--- config.mk ---
export PLATFORM = sky130hd
export DESIGN_NAME = pwm_dbl_chan
export DESIGN_NICKNAME = d
export VERILOG_FILES = /design/src/rtl/pwm_chan_pkg.sv /design/src/rtl/pwm_prescale.sv /design/src/rtl/pwm_core.sv /design/src/rtl/pwm_regs.sv /design/src/rtl/pwm_dbl_chan.sv
export SDC_FILE = /design/constraint.sdc
export NUM_CORES = 1
export LEC_CHECK = 0
export BUFFER_PORTS_ARGS = -buffer_cell sky130_fd_sc_hd__buf_2
export CAP_MARGIN = 10
export CORE_AREA = 2 2 98 100
export DETAILED_ROUTE_END_ITERATION = 10
export DIE_AREA = 0 0 100 102
export GPL_ROUTABILITY_DRIVEN = 1
export PLACE_DENSITY = 0.71
export SLEW_MARGIN = 15
export SYNTH_ARGS = -nofsm -noshare
export SYNTH_HDL_FRONTEND = slang
export SYNTH_SLANG_ARGS = --single-unit
--- constraint.sdc ---
create_clock -name clk -period 2.6 [get_ports clk]
set_input_delay 0.13 -clock clk [delete_from_list [all_inputs] [get_ports clk]]
set_output_delay 0.13 -clock clk [all_outputs]
set_load 0.03 [all_outputs]
--- src/rtl/pwm_chan_pkg.sv ---
package pwm_chan_pkg;
    localparam int BUS_W       = 16;
    localparam int SEL_W       = 3;
    localparam int LVL_W       = 3;
    localparam int CTL_FLAG    = 15;
    localparam int CTL_LVL_LO  = 12;
    localparam int CTL_ARB     = 11;
    localparam int CTL_PIN     = 10;
    localparam int CTL_LOAD    = 9;
    localparam int CTL_POL     = 8;
    localparam int CTL_EN      = 7;

    typedef enum logic [1:0] {
        RA_CTRL = 2'd0,
        RA_PER  = 2'd1,
        RA_WID  = 2'd2,
        RA_NONE = 2'd3
    } reg_addr_e;
endpackage

--- src/rtl/pwm_prescale.sv ---
module pwm_prescale
    import pwm_chan_pkg::*;
#(
    parameter int PSEL_W = SEL_W
) (
    input  logic              clk,
    input  logic              rst_n,
    input  logic              en,
    input  logic              restart,
    input  logic [PSEL_W-1:0] sel,
    output logic              tick
);
    localparam int PRE_W = (1 << PSEL_W) - 1;

    typedef struct packed {
        logic [PRE_W-1:0] pre;
    } pre_state_t;

    pre_state_t s_q, s_d;
    logic [PRE_W-1:0] lim;

    always_comb begin
        lim  = PRE_W'((1 << sel) - 1);
        tick = en && (s_q.pre >= lim);
        s_d  = s_q;
        if (!en || restart) begin
            s_d.pre = '0;
        end else if (tick) begin
            s_d.pre = '0;
        end else begin
            s_d.pre = s_q.pre + 1'b1;
        end
    end

    always_ff @(posedge clk) begin
        if (!rst_n) s_q <= '0;
        else        s_q <= s_d;
    end

    // a tick always restarts the prescale count
    p_tick_restarts_r3: assert property (@(posedge clk) disable iff (!rst_n)
        tick |=> (s_q.pre == '0));
endmodule

--- src/rtl/pwm_core.sv ---
module pwm_core #(
    parameter int CNT_W = 16
) (
    input  logic             clk,
    input  logic             rst_n,
    input  logic             en,
    input  logic             start,
    input  logic             tick,
    input  logic             pol,
    input  logic [CNT_W-1:0] per_usr,
    input  logic [CNT_W-1:0] wid_usr,
    output logic             period_end,
    output logic             pwm_out
);
    typedef struct packed {
        logic [CNT_W-1:0] cnt;
        logic [CNT_W-1:0] per_w;
        logic [CNT_W-1:0] wid_w;
    } core_state_t;

    core_state_t s_q, s_d;

    always_comb begin
        period_end = tick && !start && (s_q.cnt == s_q.per_w);
        s_d = s_q;
        if (start) begin
            s_d.cnt   = '0;
            s_d.per_w = per_usr;
            s_d.wid_w = wid_usr;
        end else if (!en) begin
            s_d.cnt = '0;
        end else if (period_end) begin
            s_d.cnt   = '0;
            s_d.per_w = per_usr;
            s_d.wid_w = wid_usr;
        end else if (tick) begin
            s_d.cnt = s_q.cnt + 1'b1;
        end
        pwm_out = (en && (s_q.cnt < s_q.wid_w)) ^ pol;
    end

    always_ff @(posedge clk) begin
        if (!rst_n) s_q <= '0;
        else        s_q <= s_d;
    end

    // the count never passes the working period while running
    p_cnt_bound_r4: assert property (@(posedge clk) disable iff (!rst_n)
        en |-> (s_q.cnt <= s_q.per_w));
    // working copies change only at a period start
    p_work_hold_r6: assert property (@(posedge clk) disable iff (!rst_n)
        (!start && !period_end) |=> ($stable(s_q.per_w) && $stable(s_q.wid_w)));
endmodule

--- src/rtl/pwm_regs.sv ---
module pwm_regs
    import pwm_chan_pkg::*;
#(
    parameter int CNT_W = 16
) (
    input  logic             clk,
    input  logic             rst_n,
    input  logic             bus_sel,
    input  logic             bus_wr,
    input  logic             bus_rd,
    input  logic [1:0]       bus_addr,
    input  logic [BUS_W-1:0] bus_wdata,
    input  logic             period_end,
    input  logic             pin,
    output logic [BUS_W-1:0] bus_rdata,
    output logic             en,
    output logic             pol,
    output logic [SEL_W-1:0] clk_sel,
    output logic             start,
    output logic             flag,
    output logic [LVL_W-1:0] lvl,
    output logic [CNT_W-1:0] per_usr,
    output logic [CNT_W-1:0] wid_usr
);
    typedef struct packed {
        logic             flag;
        logic             armed;
        logic [LVL_W-1:0] lvl;
        logic             arb;
        logic             pol;
        logic             en;
        logic [SEL_W-1:0] csel;
        logic [CNT_W-1:0] per;
        logic [CNT_W-1:0] wid;
    } reg_state_t;

    reg_state_t s_q, s_d;
    logic ctrl_wr, ctrl_rd;
    logic [BUS_W-1:0] ctrl_word;

    always_comb begin
        ctrl_wr = bus_sel && bus_wr && (bus_addr == RA_CTRL);
        ctrl_rd = bus_sel && bus_rd && (bus_addr == RA_CTRL);
        start   = ctrl_wr && bus_wdata[CTL_EN] && (!s_q.en || bus_wdata[CTL_LOAD]);

        s_d = s_q;
        if (ctrl_wr) begin
            s_d.lvl  = bus_wdata[CTL_LVL_LO +: LVL_W];
            s_d.arb  = bus_wdata[CTL_ARB];
            s_d.pol  = bus_wdata[CTL_POL];
            s_d.en   = bus_wdata[CTL_EN];
            s_d.csel = bus_wdata[SEL_W-1:0];
        end
        if (bus_sel && bus_wr && (bus_addr == RA_PER)) s_d.per = bus_wdata[CNT_W-1:0];
        if (bus_sel && bus_wr && (bus_addr == RA_WID)) s_d.wid = bus_wdata[CNT_W-1:0];

        if (ctrl_rd && s_q.flag) s_d.armed = 1'b1;
        if (ctrl_wr) begin
            if (!bus_wdata[CTL_FLAG] && s_q.armed) s_d.flag = 1'b0;
            s_d.armed = 1'b0;
        end
        if (start || period_end) s_d.flag = 1'b1;
        if (!s_d.en) begin
            s_d.flag  = 1'b0;
            s_d.armed = 1'b0;
        end

        ctrl_word                         = '0;
        ctrl_word[CTL_FLAG]               = s_q.flag;
        ctrl_word[CTL_LVL_LO +: LVL_W]    = s_q.lvl;
        ctrl_word[CTL_ARB]                = s_q.arb;
        ctrl_word[CTL_PIN]                = pin;
        ctrl_word[CTL_POL]                = s_q.pol;
        ctrl_word[CTL_EN]                 = s_q.en;
        ctrl_word[SEL_W-1:0]              = s_q.csel;
        case (bus_addr)
            RA_CTRL: bus_rdata = ctrl_word;
            RA_PER:  bus_rdata = BUS_W'(s_q.per);
            RA_WID:  bus_rdata = BUS_W'(s_q.wid);
            default: bus_rdata = '0;
        endcase

        en      = s_q.en;
        pol     = s_q.pol;
        clk_sel = s_q.csel;
        flag    = s_q.flag;
        lvl     = s_q.lvl;
        per_usr = s_q.per;
        wid_usr = s_q.wid;
    end

    always_ff @(posedge clk) begin
        if (!rst_n) s_q <= '0;
        else        s_q <= s_d;
    end

    // an enabling write leaves the flag and enable set
    p_start_sets_flag_r2: assert property (@(posedge clk) disable iff (!rst_n)
        start |=> (s_q.flag && s_q.en));
    // without a control write the flag cannot fall
    p_flag_sticky_r7: assert property (@(posedge clk) disable iff (!rst_n)
        (s_q.flag && !ctrl_wr) |=> s_q.flag);
    // writing one to the flag while staying enabled keeps it
    p_write_one_keeps_r8: assert property (@(posedge clk) disable iff (!rst_n)
        (s_q.flag && ctrl_wr && bus_wdata[CTL_FLAG] && bus_wdata[CTL_EN]) |=> s_q.flag);
    // a disabled channel never shows the flag
    p_off_no_flag_r9: assert property (@(posedge clk) disable iff (!rst_n)
        !s_q.en |-> !s_q.flag);
endmodule

--- src/rtl/pwm_dbl_chan.sv ---
module pwm_dbl_chan
    import pwm_chan_pkg::*;
#(
    parameter int CNT_W = 16
) (
    input  logic             clk,
    input  logic             rst_n,
    input  logic             bus_sel,
    input  logic             bus_wr,
    input  logic             bus_rd,
    input  logic [1:0]       bus_addr,
    input  logic [15:0]      bus_wdata,
    output logic [15:0]      bus_rdata,
    output logic             pwm_out,
    output logic             irq_req,
    output logic [2:0]       irq_lvl
);
    logic             en, pol, start, flag, tick, period_end;
    logic [SEL_W-1:0] clk_sel;
    logic [LVL_W-1:0] lvl;
    logic [CNT_W-1:0] per_usr, wid_usr;

    pwm_regs #(.CNT_W(CNT_W)) u_regs (
        .clk(clk), .rst_n(rst_n),
        .bus_sel(bus_sel), .bus_wr(bus_wr), .bus_rd(bus_rd),
        .bus_addr(bus_addr), .bus_wdata(bus_wdata),
        .period_end(period_end), .pin(pwm_out),
        .bus_rdata(bus_rdata), .en(en), .pol(pol), .clk_sel(clk_sel),
        .start(start), .flag(flag), .lvl(lvl),
        .per_usr(per_usr), .wid_usr(wid_usr)
    );

    pwm_prescale #(.PSEL_W(SEL_W)) u_pre (
        .clk(clk), .rst_n(rst_n), .en(en), .restart(start),
        .sel(clk_sel), .tick(tick)
    );

    pwm_core #(.CNT_W(CNT_W)) u_core (
        .clk(clk), .rst_n(rst_n), .en(en), .start(start), .tick(tick),
        .pol(pol), .per_usr(per_usr), .wid_usr(wid_usr),
        .period_end(period_end), .pwm_out(pwm_out)
    );

    always_comb begin
        irq_req = flag && (lvl != '0);
        irq_lvl = irq_req ? lvl : '0;
    end

    // a request always comes with the set flag and its programmed level
    p_irq_from_flag_r10: assert property (@(posedge clk) disable iff (!rst_n)
        irq_req |-> (flag && (irq_lvl == lvl)));
endmodule

==> results.cfg <==
[pwr]
irDropWorstVdd_mv = 0.413
total_power_w = 0.00289
leakage_nw = 2.01
p_per_area_nw_per_um2 = 532

[logic_synthesis]
ys_seq_area_share_pct = 40.4
synth_cell_types = 43
synth_edf_count = 0
ys_ff_latch = 98
async_flop_share_pct = 0
synthFlopType = dfxtp_1
synth_area_leaders = dfxtp_1 40%, nand2_1 11%, a21boi_0 6.3%, ha_1 6.2%, nand3_1 4.5%
syn_nets = 647
synth.avg_cell_area_sq_um = 8.10
syn_area_sq_um = 4860
post-synth-top-area-cell = dfxtp_1
yosysWarningCount = 0
synthTopCellsByCount = 138 x nand2_1, 98 x dfxtp_1, 44 x nand3_1
syn_inst = 600
synth_most_common_cell = nand2_1
synth_top_area_share_pct = 40.4

[clocking]
cts-htree-levels = 3
cts_resized = 0
cts_tree = done
cts_buffer_depth = 2
clk_pin_slew_ns = 0.10
ctsHoldBuffers = 0
cts_setup_buffers = 0
cts_root_buf = clkbuf_8
numCtsBuffers = 9
clock_latency_ns = 0.36
clock-sinks = 98

[worst_setup_path]
critPathLaunch = u_core.s_q[1]
cp_slowest_stage_delay_ns = 0.35
arrival_ns = 2.34
criticalPathCategory = register to output pin
crit_chain = inv_1, ha_1, a2111oi_2, o31ai_1, a211oi_2, xor2_1, a21o_1, clkbuf_4
path_buf_inv = 2
worst_path_max_delay_cell = dfxtp_1
end_kind = output pin
cp_top_family = compound AO/OA/AOI/OAI gates
critical_path.max_fanout = 2
worstPathRequired_ns = 2.47
start_kind = register
reg2reg_from = u_regs.clk_sel[0]

[timing]
fin_worst_skew_ns = 0.0137
max_slew_margin_pct = 39.1
rsz0062_at_grt = no
fin_crit_sh_pct = 95.0
hold_viol_final = 0
fmax_ghz = 0.405
tns_ns = 0
setup_violations = 0
worst_pin_slew_ns = 0.914
fin_crit_ns = 2.47
maxSlewViolCount = 0

[global_route]
antenna_found_initial = 0
grt_pass1_wl_mm = 19.3
grt_max_degree = 106
grt_pass1_vias = 3884
overflow = 0
grtUsageTotal_pct = 23.7

[drt]
vias_per_cell = 5.53
vias = 4139
firstDrtPassIters = 4
drt_iter0_drc = 211
antenna_left = 0
wl_per_cell_microns = 15.5
route.detailed.drc = 0
drt-total-wl_mm = 11.6

[place]
post-dp-hpwl_mm = 8.27
routabilityCongestion = 0.853
port_buffers = 43
dpl_cell_area_sq_um = 5190

[hold_path]
min_from = bus_wdata[3]
hp-class = input port to register

[outcome]
status = completed

[cells_and_area]
drive_gt1_share_pct = 13.0
area_growth_syn_to_layout_pct = 11.8
diodes = 0
finalNetCount = 680
design_area_sq_um = 5440

[floorplan]
die_area_sq_um = 10200
coreArea_sq_um = 9110
io_pins = 44
num_rows = 35
die_h_microns = 102
die_w_microns = 100
initial_core_util_pct = 53.4

[run]
drv_cap = 0
## cells in the final DEF, fill, tap and decap left out, types with 3 or more instances in the layout
cell type  synthesis  final
and3_1             9      9
a21boi_0          41     41
nand4_1           23     23
bufinv_16          0      3
nand2_1          138    138
ha_1              24     24
mux2i_1           10     10
and2_1             4      4
clkbuf_8           0      9
o21ai_1            5      5
a21o_1             4      4
nor2_1            26     26
xor2_1            17     17
inv_1             19     19
buf_4              1     13
a21oi_1           10     10
o21ai_0           40     40
a22o_1             5      5
xnor2_1           19     19
nand3_1           44     44
buf_2              9     42
dfxtp_1           98     97
## kinds of logic (layout without fill, tap and decap cells)
family / count (synthesis) / count (layout) / share of synthesized area, %
flip-flops: 98 / 98 / 40.4
XOR/XNOR: 36 / 36 / 6.49
buffers and inverters: 54 / 92 / 4.79
AO/OA/AOI/OAI: 117 / 117 / 15.7
adder cells (fa/ha/maj): 24 / 24 / 6.18
multiplexers: 10 / 10 / 2.06
AND/OR/NAND/NOR: 261 / 261 / 24.5
## report_power, final
| part | total (W) | switching [W] | internal [W] | leakage [nW] |
|---|---|---|---|---|
| combinational | 0.000172 | 0.000115 | 0.0000569 | 1.11 |
| sequential | 0.00153 | 0.0000137 | 0.00151 | 0.791 |
| clock | 0.00119 | 0.000546 | 0.000646 | 0.116 |
| total | 0.00289 | 0.000674 | 0.00222 | 2.01 |
## through the flow
| stage | std cells | setup WS, ns | hold WS (ns) | utilization [%] |
|---|---|---|---|---|
| 3_3_place_gp | 733 | 0.422 | 0.394 | 56.9 |
| 5_1_grt | 749 | 0.00160 | 0.0175 | 59.7 |
| 2_1_floorplan | 600 | 0.269 | 0.265 | - |
| 4_1_cts | 749 | 0.0830 | 0.0181 | 59.6 |
| 6_report | 749 | 0.131 | 0.0288 | 59.7 |
| 3_5_place_dp | 733 | 0.312 | 0.404 | 56.9 |
## sequential cells by signal (all words and copies together) (netlist names)
register          count
u_regs.lvl            3
u_regs.clk_sel        3
u_core.s_q           48
u_regs.wid_usr       16
u_regs.per_usr       16
u_regs.s_q            1
u_pre.s_q             7
u_regs.flag           1
u_regs.ctrl_word      1
u_regs.pol            1
u_regs.en             1
## area by class of cell
type / instances / area [sq um]
clock buffer: 9 / 124
timing repair buffer: 57 / 335
tap: 111 / 139
multi-input combinational: 448 / 2680
fill: 857 / 3670
inverter: 19 / 71.3
sequential: 98 / 1960
clock inverter: 7 / 123
## routing by layer
metal	wire length, microns	vias to the layer above	share of wire (%)	track usage (%)
met5	0	-	0	0
met4	139	0	1.2	6.22
li1	-	2113	-	-
met1	5760	1914	50	33.9
met3	488	10	4.2	3.42
met2	5250	102	45	38.0
## worst min-delay path: cells and delay by family
| family | cells | cell delay [ns] |
|---|---|---|
| buf+inv | 1 | 0.10 |
| simple gates | 1 | 0.04 |
| compound gates | 1 | 0.06 |
## final timing paths
kind,to,slack (ns),cells after the start
worst min-delay path,u_regs.wid_usr[3],0.03,3
worst min register to register,u_pre.s_q[0],0.48,1
worst max-delay path,bus_rdata[10],0.13,8
worst max register to register,u_core.s_q[47],0.32,8
Note: power is estimated with default switching activity, not from simulation.
